--- src/rtl/cmpirq_pkg.sv ---
package cmpirq_pkg;
    typedef enum logic [1:0] {
        EVT_TOGGLE = 2'b00,
        EVT_RSVD   = 2'b01,
        EVT_FALL   = 2'b10,
        EVT_RISE   = 2'b11
    } evt_mode_e;

    function automatic logic evt_match(evt_mode_e mode, logic rise, logic fall);
        case (mode)
            EVT_TOGGLE: return rise | fall;
            EVT_FALL:   return fall;
            EVT_RISE:   return rise;
            default:    return 1'b0;
        endcase
    endfunction
endpackage

--- src/rtl/cmpirq_sync.sv ---
module cmpirq_sync #(
    parameter int STAGES = 2
) (
    input  logic clk,
    input  logic rst_n,
    input  logic d,
    output logic q
);
    logic [STAGES-1:0] sh_d, sh_q;

    generate
        if (STAGES == 1) begin : g_one
            always_comb sh_d = d;
        end else begin : g_many
            always_comb sh_d = {sh_q[STAGES-2:0], d};
        end
    endgenerate

    always_ff @(posedge clk or negedge rst_n) begin
        if (!rst_n) sh_q <= '0;
        else        sh_q <= sh_d;
    end

    assign q = sh_q[STAGES-1];
endmodule

--- src/rtl/cmpirq_edge.sv ---
module cmpirq_edge
    import cmpirq_pkg::*;
#(
    parameter int ARM_LEN = 3
) (
    input  logic      clk,
    input  logic      rst_n,
    input  logic      smp,
    input  evt_mode_e mode,
    output logic      prev,
    output logic      evt
);
    typedef struct packed {
        logic               prev;
        logic [ARM_LEN-1:0] arm;
    } edge_st_t;

    edge_st_t st_d, st_q;
    logic rise, fall;

    always_comb begin
        st_d      = st_q;
        st_d.prev = smp;
        st_d.arm  = {st_q.arm[ARM_LEN-2:0], 1'b1};
        rise      = smp & ~st_q.prev;
        fall      = ~smp & st_q.prev;
        evt       = st_q.arm[ARM_LEN-1] & evt_match(mode, rise, fall);
    end

    always_ff @(posedge clk or negedge rst_n) begin
        if (!rst_n) st_q <= '0;
        else        st_q <= st_d;
    end

    assign prev = st_q.prev;
endmodule

--- src/rtl/cmpirq_negsel.sv ---
module cmpirq_negsel #(
    parameter int CHAN_W = 3,
    localparam int SEL_W = CHAN_W + 1
) (
    input  logic              mux_en,
    input  logic              conv_en,
    input  logic [CHAN_W-1:0] chan,
    output logic [SEL_W-1:0]  sel
);
    localparam logic [SEL_W-1:0] PIN_CODE = {1'b1, {CHAN_W{1'b0}}};

    always_comb begin
        if (mux_en && !conv_en) sel = {1'b0, chan};
        else                    sel = PIN_CODE;
    end
endmodule

--- src/rtl/cmp_event_irq_ctrl.sv ---
module cmp_event_irq_ctrl
    import cmpirq_pkg::*;
#(
    parameter int CHAN_W      = 3,
    parameter int SYNC_STAGES = 2,
    localparam int SEL_W      = CHAN_W + 1
) (
    input  logic              clk,
    input  logic              rst_n,
    input  logic              wr_en,
    input  logic [1:0]        wr_mode,
    input  logic              wr_irq_en,
    input  logic              wr_mux_en,
    input  logic              wr_conv_en,
    input  logic [CHAN_W-1:0] wr_chan,
    input  logic              wr_flag_clr,
    input  logic              irq_ack,
    input  logic              cmp_in,
    output logic              irq,
    output logic [SEL_W-1:0]  neg_sel
);
    localparam int ARM_LEN = SYNC_STAGES + 1;

    typedef struct packed {
        evt_mode_e         mode;
        logic              irq_en;
        logic              mux_en;
        logic              conv_en;
        logic [CHAN_W-1:0] chan;
        logic              flag;
    } ctl_st_t;

    ctl_st_t st_d, st_q;
    logic    smp, prev, evt, clr;

    cmpirq_sync #(.STAGES(SYNC_STAGES)) u_sync (
        .clk(clk), .rst_n(rst_n), .d(cmp_in), .q(smp)
    );

    cmpirq_edge #(.ARM_LEN(ARM_LEN)) u_edge (
        .clk(clk), .rst_n(rst_n), .smp(smp), .mode(st_q.mode),
        .prev(prev), .evt(evt)
    );

    cmpirq_negsel #(.CHAN_W(CHAN_W)) u_negsel (
        .mux_en(st_q.mux_en), .conv_en(st_q.conv_en), .chan(st_q.chan),
        .sel(neg_sel)
    );

    always_comb begin
        st_d = st_q;
        clr  = wr_en & wr_flag_clr;
        if (wr_en) begin
            st_d.mode    = evt_mode_e'(wr_mode);
            st_d.irq_en  = wr_irq_en;
            st_d.mux_en  = wr_mux_en;
            st_d.conv_en = wr_conv_en;
            st_d.chan    = wr_chan;
        end
        st_d.flag = evt | (st_q.flag & ~clr & ~irq_ack);
    end

    always_ff @(posedge clk or negedge rst_n) begin
        if (!rst_n) st_q <= '{mode: EVT_TOGGLE, default: '0};
        else        st_q <= st_d;
    end

    assign irq = st_q.flag & st_q.irq_en;
endmodule

--- config.mk ---
export PLATFORM = sky130hd
export DESIGN_NAME = cmp_event_irq_ctrl
export DESIGN_NICKNAME = d
export VERILOG_FILES = /design/src/rtl/cmpirq_pkg.sv /design/src/rtl/cmpirq_sync.sv /design/src/rtl/cmpirq_edge.sv /design/src/rtl/cmpirq_negsel.sv /design/src/rtl/cmp_event_irq_ctrl.sv
export SDC_FILE = /design/constraint.sdc
export NUM_CORES = 1
export LEC_CHECK = 0
export BUFFER_PORTS_ARGS = -buffer_cell sky130_fd_sc_hd__buf_2
export CAP_MARGIN = 40
export CORE_AREA = 3 3 53 55
export CTS_CLUSTER_DIAMETER = 40
export DETAILED_ROUTE_END_ITERATION = 12
export DIE_AREA = 0 0 56 58
export GPL_ROUTABILITY_DRIVEN = 1
export PLACE_DENSITY = 0.44
export SLEW_MARGIN = 30
export SYNTH_ARGS = -nofsm -noshare
export SYNTH_HDL_FRONTEND = slang
export SYNTH_SLANG_ARGS = --single-unit
--- constraint.sdc ---
create_clock -name clk -period 3.5 [get_ports clk]
set_input_delay 0.7 -clock clk [delete_from_list [all_inputs] [get_ports clk]]
set_output_delay 0.7 -clock clk [all_outputs]
set_load 0.03 [all_outputs]
==> results.json <==
{
  "min_period_ns": 1.89,
  "leakage_nw": 0.362,
  "antenna_found_initial": 0,
  "post_cts_buffers": 0,
  "utilization_pct": 30.1,
  "skew_ns": 0.000866,
  "clockBufferDepth": 2,
  "firstDrtPassIters": 2,
  "setup_viol": 0,
  "reg2reg_depth": 4,
  "ir_drop_uv": 137,
  "synth_adder_area_share_pct": 4.29,
  "grt_max_degree": 16,
  "die_area_um2": 3250,
  "worstPathArrival_ns": 1.19,
  "synthMuxAreaShare_pct": 17.4,
  "antenna_cells": 0,
  "max_freq_ghz": 0.528,
  "setup_tns_ns": 0,
  "power.density_nw_per_um2": 456,
  "grt_overflow": 0,
  "port-buffer-count": 18,
  "synth_compound_area_share_pct": 1.72,
  "die_h_um": 58,
  "ys_top_cells_by_count": "dfrtp_1, mux2_2, and2_1, inv_1, ha_1",
  "fin_hold_ws_ns": 0.308,
  "syn_nets": 58,
  "syn_to_final_growth_pct": 25.5,
  "wire_per_inst_um": 9.46,
  "drt-total-wl_um": 880,
  "coreArea_um2": 2430,
  "synth_cells": 42,
  "cts_tree": "built",
  "synth_top_family_by_area": "multiplexers",
  "final_cells": 93,
  "syn_avg_cell_area_um2": 13.9,
  "syn-cell-area_um2": 583,
  "yosysMostFrequentCell": "dfrtp_1",
  "cts.sinks": 15,
  "slowest_delay_ns": 0.38,
  "num_vias": 355,
  "synthArstFlopShare_pct": 100,
  "yosysWarnings": 0,
  "drtIter0Drc": 3,
  "yosys.area_share.xor_xnor_pct": 0,
  "hold_buffers": 0,
  "initial_core_util_pct": 24.0,
  "die_w_um": 56,
  "rows": 18,
  "post-place-cells": 89,
  "ys_types": 14,
  "cts_buffers": 3,
  "synth_edf_count": 0,
  "grt_usage_pct": 6.12,
  "crit_path_max_fanout": 4,
  "clk_pin_slew_ns": 0.08,
  "crit_family": "flip-flops",
  "ys_seq_area_share_pct": 64.4,
  "clk_latency_ns": 0.27,
  "route.antenna.remaining_nets": 0,
  "path_cells": "nor2b_1 > and2_1 > buf_2",
  "status": "finished, final reports clean",
  "required_ns": 2.80,
  "worst_path_max_delay_cell": "dfrtp_1",
  "gp_congestion": 0.596,
  "routed_via_density": 3.82,
  "layout.nets": 80,
  "startpoint_type": "flip-flop",
  "timing.final.max_slew_violations": 0,
  "yosys.area_share.simple_pct": 8.15,
  "yosys_most_used_dff": "dfrtp_1",
  "min_period_over_period_pct": 54.1,
  "end_kind": "output port",
  "yosys-top-cells-area": "dfrtp_1, mux2_2, and2_1",
  "drive_above_1_share_pct": 46.0,
  "synth_top_area_share_pct": 64.4,
  "grt_pass1_wl_mm": 1.46,
  "grt_setup_unrepaired": "no",
  "htree_levels": 1,
  "drcViolationCount": 0,
  "path_depth": 3,
  "io_pins": 19,
  "cts_resized": 0,
  "finalHoldViolations": 0,
  "min_path_type": "input pin to async pin",
  "cp.buffers_inverters": 1,
  "yosys.area.top_type": "dfrtp_1",
  "clock-root-buffer": "clkbuf_4",
  "grt_pass1_vias": 358,
  "crit_type": "flip-flop to output port",
  "ys_ff_latch": 15,
  "cap_violations": 0
}
-- state kept, by name, indices dropped and copies added, names as in the netlist --
signal	cells
st_q	9
u_edge.st_d	2
u_sync.sh_q	2
u_edge.st_q	1
u_edge.prev	1
-- area by class of cell --
type | count | area, um^2
clock buffer | 4 | 26.3
tap | 30 | 37.5
timing repair buffer | 18 | 90.1
multi-input combinational | 22 | 188
inverter | 4 | 15.0
fill | 263 | 1700
sequential | 15 | 375
-- worst register-to-register path, cell delays in order, from the launching register on --
cell	delay (ns)
dfrtp_1	0.40
ha_1	0.20
mux2_1	0.28
a21oi_1	0.15
o21ai_1	0.07
-- per-layer routing --
metal | share of wire [%] | GRT usage [%]
met1 | 44 | 6.41
met2 | 50 | 9.68
met3 | 5.2 | 2.45
met4 | 1.0 | 5.08
met5 | 0 | 0
-- path summary, 6_finish.rpt --
check	startpoint	slack [ns]	to
min in group clk	u_edge.st_d[1]	0.35	u_edge.st_d[2]
setup / recovery	st_q[4]	1.61	neg_sel[0]
setup reg to reg	u_sync.sh_q[1]	2.28	st_q[0]
max in group asynchronous	rst_n	2.95	u_edge.prev
hold reg to reg	u_edge.st_d[1]	0.35	u_edge.st_d[2]
hold / removal	rst_n	0.31	st_q[3]
-- per-stage QoR --
stage / power (mW) / instance area [um^2] / setup slack, ns
2_1_floorplan: 0.226 / 583 / 1.97
3_3_place_gp: 0.244 / 706 / 1.93
3_5_place_dp: 0.245 / 706 / 1.89
4_1_cts: 0.343 / 732 / 1.57
5_1_grt: 0.357 / 732 / 1.50
6_report: 0.334 / 732 / 1.61
-- power breakdown --
part	total [mW]	internal, mW	switching (mW)	leakage [nW]
Sequential	0.194	0.187	0.00639	0.177
Combinational	0.0460	0.0219	0.0241	0.170
Clock	0.0945	0.0441	0.0504	0.0150
-- cells by family after synthesis --
logic type / Yosys count
compound gates: 2
simple gates: 8
buf+inv: 5
mux: 9
fa+ha+maj: 2
flops: 15
other cells: 1
-- cells in the final DEF (no fill, tap or decap), types with 2 or more instances in the layout --
master    synthesis  final
clkbuf_4          0      3
inv_1             4      4
buf_2             1     18
dfrtp_1          15     15
mux2_2            8      8
ha_1              2      2
and2_1            4      4
No activity file was read; power rests on OpenSTA's default activity.
